**config.mk**
```make
export PLATFORM = sky130hd
export DESIGN_NAME = pp_write_buffer
export DESIGN_NICKNAME = d
export VERILOG_FILES = /design/src/rtl/pp_wb_pkg.sv /design/src/rtl/pp_page_store.sv /design/src/rtl/pp_serial_seq.sv /design/src/rtl/pp_write_buffer.sv
export SDC_FILE = /design/constraint.sdc
export NUM_CORES = 2
export LEC_CHECK = 0
export BUFFER_PORTS_ARGS = -buffer_cell sky130_fd_sc_hd__buf_2
export CAP_MARGIN = 5
export CORE_UTILIZATION = 40
export DETAILED_ROUTE_END_ITERATION = 12
export PLACE_DENSITY = 0.58
export SYNTH_ARGS = -nofsm -noshare
export SYNTH_HDL_FRONTEND = slang
export SYNTH_HIERARCHICAL = 1
export SYNTH_SLANG_ARGS = --single-unit
```
**constraint.sdc**
```tcl
create_clock -name clk -period 12.8 [get_ports clk]
set_clock_uncertainty 0.05 [all_clocks]
set_input_delay 1.28 -clock clk [delete_from_list [all_inputs] [get_ports clk]]
set_output_delay 1.28 -clock clk [all_outputs]
set_load 0.02 [all_outputs]
```
**src/rtl/pp_wb_pkg.sv**
```systemverilog
package pp_wb_pkg;
    localparam logic [7:0] CMD_BUF_PROGRAM  = 8'h10;
    localparam logic [7:0] FLASH_OP_PROGRAM = 8'h02;
    localparam int         ADDR_REG_BYTES   = 4;
endpackage

```
**src/rtl/pp_page_store.sv**
```systemverilog
module pp_page_store #(
    parameter int PAGE_BYTES = 128,
    parameter int WORD_W     = 32,
    localparam int WORD_BYTES = WORD_W / 8,
    localparam int WORDS      = PAGE_BYTES / WORD_BYTES,
    localparam int PTR_W      = $clog2(WORDS),
    localparam int IDX_W      = $clog2(PAGE_BYTES),
    localparam int LANE_W     = $clog2(WORD_BYTES)
) (
    input  logic              clk,
    input  logic              rst_n,
    input  logic              clear_ptr,
    input  logic              wr_en,
    input  logic [WORD_W-1:0] wr_word,
    input  logic [IDX_W-1:0]  rd_idx,
    output logic [7:0]        rd_byte
);
    typedef struct packed {
        logic [WORDS-1:0][WORD_W-1:0] mem;
        logic [PTR_W-1:0]             ptr;
    } store_t;

    store_t s_d, s_q;

    always_comb begin
        s_d = s_q;
        if (wr_en) begin
            s_d.mem[s_q.ptr] = wr_word;
            s_d.ptr = s_q.ptr + PTR_W'(1);
        end
        if (clear_ptr) begin
            s_d.ptr = '0;
        end
    end

    always_ff @(posedge clk or negedge rst_n) begin
        if (!rst_n) s_q <= '0;
        else        s_q <= s_d;
    end

    logic [PTR_W-1:0]  rd_word_sel;
    logic [LANE_W-1:0] rd_lane;
    assign rd_word_sel = rd_idx[IDX_W-1:LANE_W];
    assign rd_lane     = rd_idx[LANE_W-1:0];
    assign rd_byte     = s_q.mem[rd_word_sel][rd_lane*8 +: 8];

    // pointer restart on mode entry
    p_ptr_clear_r4: assert property (@(posedge clk) disable iff (!rst_n)
        clear_ptr |=> (s_q.ptr == '0));
    // one step per accepted word, wrapping at the page end
    p_ptr_step_r4: assert property (@(posedge clk) disable iff (!rst_n)
        (wr_en && !clear_ptr) |=> (s_q.ptr == PTR_W'($past(s_q.ptr) + 1)));
    // no accepted word means page and pointer unchanged
    p_hold_r5: assert property (@(posedge clk) disable iff (!rst_n)
        (!wr_en && !clear_ptr) |=> ($stable(s_q.ptr) && $stable(s_q.mem)));
endmodule

```
**src/rtl/pp_serial_seq.sv**
```systemverilog
module pp_serial_seq
    import pp_wb_pkg::*;
#(
    parameter int PAGE_BYTES = 128,
    localparam int IDX_W     = $clog2(PAGE_BYTES),
    localparam int MAX_BYTES = 1 + ADDR_REG_BYTES + PAGE_BYTES,
    localparam int CNT_W     = $clog2(MAX_BYTES * 8),
    localparam int BP_W      = CNT_W - 3
) (
    input  logic                              clk,
    input  logic                              rst_n,
    input  logic                              start,
    input  logic [ADDR_REG_BYTES-1:0][7:0]    addr,
    input  logic                              wide,
    input  logic [7:0]                        rd_byte,
    output logic [IDX_W-1:0]                  rd_idx,
    output logic                              busy,
    output logic                              sck,
    output logic                              cs_n,
    output logic                              mosi
);
    typedef struct packed {
        logic                           busy;
        logic                           phase;
        logic [CNT_W-1:0]               cnt;
        logic [ADDR_REG_BYTES-1:0][7:0] addr;
        logic                           wide;
    } seq_t;

    seq_t s_d, s_q;

    logic [BP_W-1:0]  byte_pos;
    logic [BP_W-1:0]  hdr_bytes;
    logic [BP_W-1:0]  data_pos;
    logic [1:0]       addr_k;
    logic [CNT_W-1:0] last_bit;
    logic [7:0]       cur_byte;

    always_comb begin
        byte_pos  = s_q.cnt[CNT_W-1:3];
        hdr_bytes = s_q.wide ? BP_W'(5) : BP_W'(4);
        data_pos  = byte_pos - hdr_bytes;
        addr_k    = 2'(hdr_bytes - BP_W'(1) - byte_pos);
        last_bit  = CNT_W'((int'(hdr_bytes) + PAGE_BYTES) * 8 - 1);
        rd_idx    = data_pos[IDX_W-1:0];
        if (byte_pos == '0)            cur_byte = FLASH_OP_PROGRAM;
        else if (byte_pos < hdr_bytes) cur_byte = s_q.addr[addr_k];
        else                           cur_byte = rd_byte;
    end

    always_comb begin
        s_d = s_q;
        if (!s_q.busy) begin
            if (start) begin
                s_d.busy  = 1'b1;
                s_d.phase = 1'b0;
                s_d.cnt   = '0;
                s_d.addr  = addr;
                s_d.wide  = wide;
            end
        end else if (!s_q.phase) begin
            s_d.phase = 1'b1;
        end else begin
            s_d.phase = 1'b0;
            if (s_q.cnt == last_bit) begin
                s_d.busy = 1'b0;
                s_d.cnt  = '0;
            end else begin
                s_d.cnt = s_q.cnt + CNT_W'(1);
            end
        end
    end

    always_ff @(posedge clk or negedge rst_n) begin
        if (!rst_n) s_q <= '0;
        else        s_q <= s_d;
    end

    assign busy = s_q.busy;
    assign cs_n = ~s_q.busy;
    assign sck  = s_q.busy & s_q.phase;
    assign mosi = s_q.busy & cur_byte[3'd7 - s_q.cnt[2:0]];

    // a qualified start always opens a frame
    p_start_r6: assert property (@(posedge clk) disable iff (!rst_n)
        (start && !s_q.busy) |=> s_q.busy);
    // a frame only closes after its final bit
    p_end_count_r10: assert property (@(posedge clk) disable iff (!rst_n)
        $fell(s_q.busy) |-> ($past(s_q.cnt) == $past(last_bit)));
    // captured address and width stay fixed during the frame
    p_latched_r11: assert property (@(posedge clk) disable iff (!rst_n)
        s_q.busy |=> (!s_q.busy || ($stable(s_q.addr) && $stable(s_q.wide))));
    // each bit holds for a low phase then a high phase
    p_bit_pace_r7: assert property (@(posedge clk) disable iff (!rst_n)
        (s_q.busy && !s_q.phase) |=> (s_q.phase && $stable(s_q.cnt)));
endmodule

```
**src/rtl/pp_write_buffer.sv**
```systemverilog
module pp_write_buffer
    import pp_wb_pkg::*;
#(
    parameter int PAGE_BYTES = 128,
    parameter int WORD_W     = 32,
    localparam int IDX_W     = $clog2(PAGE_BYTES),
    localparam int SEL_W     = $clog2(ADDR_REG_BYTES)
) (
    input  logic              clk,
    input  logic              rst_n,
    input  logic              mode_wr,
    input  logic              mode_req,
    output logic              mode_ack,
    input  logic              word_wr,
    input  logic [WORD_W-1:0] word_data,
    input  logic              addr_wr,
    input  logic [SEL_W-1:0]  addr_sel,
    input  logic [7:0]        addr_data,
    input  logic              width_wr,
    input  logic              width_sel,
    input  logic              cmd_wr,
    input  logic [7:0]        cmd_code,
    output logic              busy,
    output logic              spi_sck,
    output logic              spi_cs_n,
    output logic              spi_mosi
);
    typedef struct packed {
        logic [ADDR_REG_BYTES-1:0][7:0] addr;
        logic                           wide;
        logic                           req;
        logic                           mode;
    } ctl_t;

    ctl_t ctl_d, ctl_q;

    logic             go;
    logic             enter_prog;
    logic             store_wr;
    logic [IDX_W-1:0] rd_idx;
    logic [7:0]       rd_byte;

    assign go       = cmd_wr && (cmd_code == CMD_BUF_PROGRAM) && ctl_q.mode && !busy;
    assign store_wr = word_wr && ctl_q.mode && !busy;

    always_comb begin
        ctl_d = ctl_q;
        if (addr_wr)  ctl_d.addr[addr_sel] = addr_data;
        if (width_wr) ctl_d.wide = width_sel;
        if (mode_wr)  ctl_d.req = mode_req;
        if (!busy && !go) ctl_d.mode = ctl_d.req;
        enter_prog = ctl_d.mode && !ctl_q.mode;
    end

    always_ff @(posedge clk or negedge rst_n) begin
        if (!rst_n) ctl_q <= '0;
        else        ctl_q <= ctl_d;
    end

    assign mode_ack = ctl_q.mode;

    pp_page_store #(.PAGE_BYTES(PAGE_BYTES), .WORD_W(WORD_W)) store_i (
        .clk      (clk),
        .rst_n    (rst_n),
        .clear_ptr(enter_prog),
        .wr_en    (store_wr),
        .wr_word  (word_data),
        .rd_idx   (rd_idx),
        .rd_byte  (rd_byte)
    );

    pp_serial_seq #(.PAGE_BYTES(PAGE_BYTES)) seq_i (
        .clk    (clk),
        .rst_n  (rst_n),
        .start  (go),
        .addr   (ctl_q.addr),
        .wide   (ctl_q.wide),
        .rd_byte(rd_byte),
        .rd_idx (rd_idx),
        .busy   (busy),
        .sck    (spi_sck),
        .cs_n   (spi_cs_n),
        .mosi   (spi_mosi)
    );

    // granted mode frozen while a frame runs
    p_mode_frozen_r2: assert property (@(posedge clk) disable iff (!rst_n)
        busy |=> $stable(mode_ack));
    // idle request write shows on readback next clock
    p_mode_ack_r2: assert property (@(posedge clk) disable iff (!rst_n)
        (mode_wr && !busy && !go) |=> (mode_ack == $past(mode_req)));
    // program code in prefetch use is refused
    p_refuse_prefetch_r6: assert property (@(posedge clk) disable iff (!rst_n)
        (cmd_wr && cmd_code == CMD_BUF_PROGRAM && !mode_ack && !busy) |=> !busy);
    // other codes never start a frame
    p_refuse_code_r6: assert property (@(posedge clk) disable iff (!rst_n)
        (cmd_wr && cmd_code != CMD_BUF_PROGRAM && !busy) |=> !busy);
endmodule

```
==> impl_table.tex <==
\begin{tabular}{lr}
\hline
Metric & Value \\
\hline
\multicolumn{2}{l}{\textbf{Yosys}} \\
Fraction of registers with async set or reset after synthesis & 100\% \\
Cell variety after synth & 54 \\
Post-synthesis cell count & 3037 \\
Post-Synthesis Mean Instance Area & 16.6 sq um \\
Total nets after synthesis & 3104 \\
Primary flip-flop cell chosen by synthesis mapping & sky130\_fd\_sc\_hd\_\_dfrtp\_1 \\
Flop and latch count out of synthesis & 1110 \\
Post-synth EDFFs & 0 \\
Synth warn & 6 \\
Part of the Yosys area used for sequential elements & 55.2\% \\
Cell area after synthesis & 50300 sq um \\
\multicolumn{2}{l}{\textbf{Clock network}} \\
Total CTS buffers & 121 \\
Hold buffer count at cts & 0 \\
Setup Buffers After CTS & 0 \\
CTS max path bufs & 3 \\
CTS sink cnt & 1110 \\
TritonCTS clock tree & done \\
H-tree levels & 3 \\
Cells resized by post-CTS repair & 0 \\
Clock Latency Late Sink & 0.71 ns \\
Post-CTS clock slew at the launch and capture registers of the worst setup and hold paths & 0.06 ns \\
Clock Tree Root & sky130\_fd\_sc\_hd\_\_clkbuf\_16 \\
\multicolumn{2}{l}{\textbf{Die}} \\
Site row count & about 130 \\
Number of top-level design ports & 64 \\
Core footprint & 124000 sq um \\
Die span in y & 357 um \\
Die area & 127000 sq um \\
Initial core utilization & 40.5\% \\
Die width & 357 um \\
\multicolumn{2}{l}{\textbf{Setup path}} \\
Launching element type of the critical path & register \\
Required time reported for the critical path endpoint & around 11 ns \\
Highest-delay cell along the critical path & sky130\_fd\_sc\_hd\_\_buf\_4 \\
Kind of capture point of the worst setup path & primary output \\
Largest stage delay on the critical path & 0.80 ns \\
Worst Setup Path Type & reg2out \\
Arrival time at the worst endpoint & 7.32 ns \\
Worst-path fanout max & 57 \\
Worst path cell trace & inv\_1 -> ha\_1 -> ha\_1 -> and2b\_2 -> nor2\_1 -> xor2\_4 -> buf\_4 -> buf\_4 -> mux4\_2 -> mux4\_2 -> mux4\_2 -> mux2\_2 -> nor2b\_1 -> a2111oi\_0 -> buf\_4 -> or4\_1 -> a221oi\_2 -> a211o\_1 -> buf\_2 \\
\multicolumn{2}{l}{\textbf{Final layout}} \\
FF+latch area & about 28000 sq um \\
Count of nets after finishing & just over 3000 \\
Area added between synthesis and finish & 11.7\% \\
Share of final-layout standard cells stronger than drive strength 1 & 57.9\% \\
Number of fillers in the final layout & 10628 \\
Multi-input gate area & 21600 sq um \\
\multicolumn{2}{l}{\textbf{STA}} \\
Slew margin rel. & a little under a quarter \\
Max Clk Rate & 0.116 GHz \\
Final hold violations & 0 \\
Tightest Pin Transition & 1.14 ns \\
Post-route minimum period & 8.65 ns \\
Worst-case setup margin in the final layout & 4.15 ns \\
Number of pins with negative max-slew slack in the final report & 0 \\
Worst hold slack & 0.431 ns \\
Final Cycle Share & 67.6\% \\
Setup\_tns & 0 ns \\
Final setup viols & 0 \\
Setup repair after global routing missed its margin & no \\
\multicolumn{2}{l}{\textbf{Route}} \\
Length of the first detailed-routing pass in iterations & 7 \\
Count of antenna-violating nets left after detailed routing & 0 \\
Post-detailed-route wirelength per cell & 29.1 um \\
DRT Wirelength & 137 mm \\
Number of remaining DRC errors & 0 \\
Violation count after the first detailed-routing iteration & 2085 \\
Routed via count & between 20000 and 30000 \\
Via-per-instance ratio & 5.87 \\
\multicolumn{2}{l}{\textbf{Pwr}} \\
Leak pwr & between 0.02 and 0.03 uW \\
Maximum VDD drop & 0.110 mV \\
Power per Cell Area & approximately 130 nW/um\^{}2 \\
\multicolumn{2}{l}{\textbf{Placement}} \\
Worst slack at placement & 4.96 ns \\
Detailed-placement wirelength estimate & 73.4 mm \\
GP Congestion & 0.788 \\
PortBufs & 63 \\
\multicolumn{2}{l}{\textbf{GRT}} \\
Total Routing Usage GR & 22.1\% \\
Number of antenna violations at the first check in global routing & 15 \\
Number of global-route vias before repair & 30150 \\
Total congestion overflow & 0 \\
Pin count of the biggest net entering global routing & 184 \\
First-pass GRT wire length & 207 mm \\
\multicolumn{2}{l}{\textbf{Worst hold path}} \\
Class of the tightest hold or removal check & reg2reg \\
\multicolumn{2}{l}{\textbf{Run status}} \\
Status & completed \\
\multicolumn{2}{l}{\textbf{Job}} \\
Max-capacitance violation count & 0 \\
\hline
\end{tabular}
## report_power, final
group / leakage, uW / internal (uW) / switching, uW
clock network: 0.00194 / 2060 / 1400
logic: 0.00978 / 29.7 / 123
registers: 0.0154 / 3530 / 9.98
total: 0.0271 / 5620 / 1540
## path summary, 6_finish.rpt
path | from | to | slack, ns | cells past startpoint
setup / recovery | seq_i/byte_pos[0] | spi_mosi | 4.15 | 19
hold reg to reg | seq_i/s_q[44] | seq_i/s_q[44] | 0.43 | 1
hold / removal | seq_i/s_q[44] | seq_i/s_q[44] | 0.43 | 1
max in group asynchronous | rst_n | store_i/s_q[917] | 9.58 | 3
setup reg to reg | seq_i/busy | store_i/s_q[500] | 9.22 | 6
min in group asynchronous | rst_n | store_i/s_q[269] | 0.68 | 1
## cells in the mapped netlist, types with 7 or more instances
library cell               number  share of area [%]
sky130_fd_sc_hd__dfrtp_1     1110                 55
sky130_fd_sc_hd__mux2_2      1101                 25
sky130_fd_sc_hd__mux4_2       340                 15
sky130_fd_sc_hd__clkbuf_1     214                1.6
sky130_fd_sc_hd__buf_1         41               0.31
sky130_fd_sc_hd__nor2_1        34               0.25
sky130_fd_sc_hd__nand2_1       19               0.14
sky130_fd_sc_hd__nand3_1       18               0.18
sky130_fd_sc_hd__o21ai_0       16               0.16
sky130_fd_sc_hd__buf_4         15               0.22
sky130_fd_sc_hd__buf_2         12               0.12
sky130_fd_sc_hd__inv_1         12              0.090
sky130_fd_sc_hd__ha_1           8               0.20
sky130_fd_sc_hd__nor3_1         8              0.080
sky130_fd_sc_hd__mux2i_1        7               0.14
## worst max-delay path: cells and delay by family, from the launching register on
kind	cells	cell delay, ns
buffers and inverters	5	2.15
multiplexers	4	1.75
AND/OR/NAND/NOR	4	0.79
AO/OA/AOI/OAI	3	0.76
adder cells (fa/ha/maj)	2	0.43
flip-flops	1	0.42
XOR/XNOR	1	0.23
## cells in the final DEF (no fill, tap or decap), types with 7 or more instances in the layout
cell type                   instances
sky130_fd_sc_hd__mux2i_1            7
sky130_fd_sc_hd__clkbuf_8          30
sky130_fd_sc_hd__o21ai_0           16
sky130_fd_sc_hd__clkbuf_16        121
sky130_fd_sc_hd__mux4_2           340
sky130_fd_sc_hd__ha_1               8
sky130_fd_sc_hd__nand3_4            9
sky130_fd_sc_hd__clkinv_2          13
sky130_fd_sc_hd__buf_2             62
sky130_fd_sc_hd__dfrtp_1         1110
sky130_fd_sc_hd__buf_4             46
sky130_fd_sc_hd__nor2_1            18
sky130_fd_sc_hd__nor2_4            15
sky130_fd_sc_hd__bufinv_16          8
sky130_fd_sc_hd__inv_1             12
sky130_fd_sc_hd__nand2_1           18
sky130_fd_sc_hd__mux2_2          1101
sky130_fd_sc_hd__clkbuf_1          39
sky130_fd_sc_hd__nand3_1            9
## per-layer routing
layer  vias to the layer above  global-route usage, %  part of all wire (%)
met5                         -                      0                 0.027
met4                         6                   5.86                   2.6
met3                       234                   3.52                   4.8
met2                       689                   34.8                    47
met1                     15481                   31.9                    46
li1                      11280                      -                     -
## flip-flops by register name (all words and copies together) (netlist names)
name            cells
seq_i/busy          1
ctl_q              34
seq_i/s_q          37
store_i/s_q      1029
mode_ack            1
seq_i/byte_pos      8
## per-stage QoR
step                      area (sq um)  power (uW)  utilization (%)  std cells
after global routing             56200        7410             45.2       4717
after detailed placement         52300        3760             42.0       4501
after floorplan                  50300        3650                -       3037
after CTS                        56200        7250             45.2       4716
final                            56200        7160             45.2       4719
after global placement           52300        3750             42.0       4501
## cells by family (layout without fill, tap and decap cells)
group	count (synthesis)	in the layout	synth area share, %
simple gates	123	123	1.32
other cells	0	3	0
xor+xnor	9	9	0.194
buf+inv	300	342	2.48
compound gates	37	37	0.460
flops	1110	1110	55.2
mux	1450	1450	40.1
fa+ha+maj	8	8	0.199
## area by class of cell
type | count | area share [%]
Clock buffer | 190 | 6.38
Multi-Input combinational cell | 1627 | 38.4
Antenna cell | 3 | 0.0134
Tap cell | 1637 | 3.64
Timing Repair Buffer | 115 | 1.41
Inverter | 12 | 0.0801
Clock inverter | 25 | 0.626
Sequential cell | 1110 | 49.4
(Power assumes the default switching activity.)
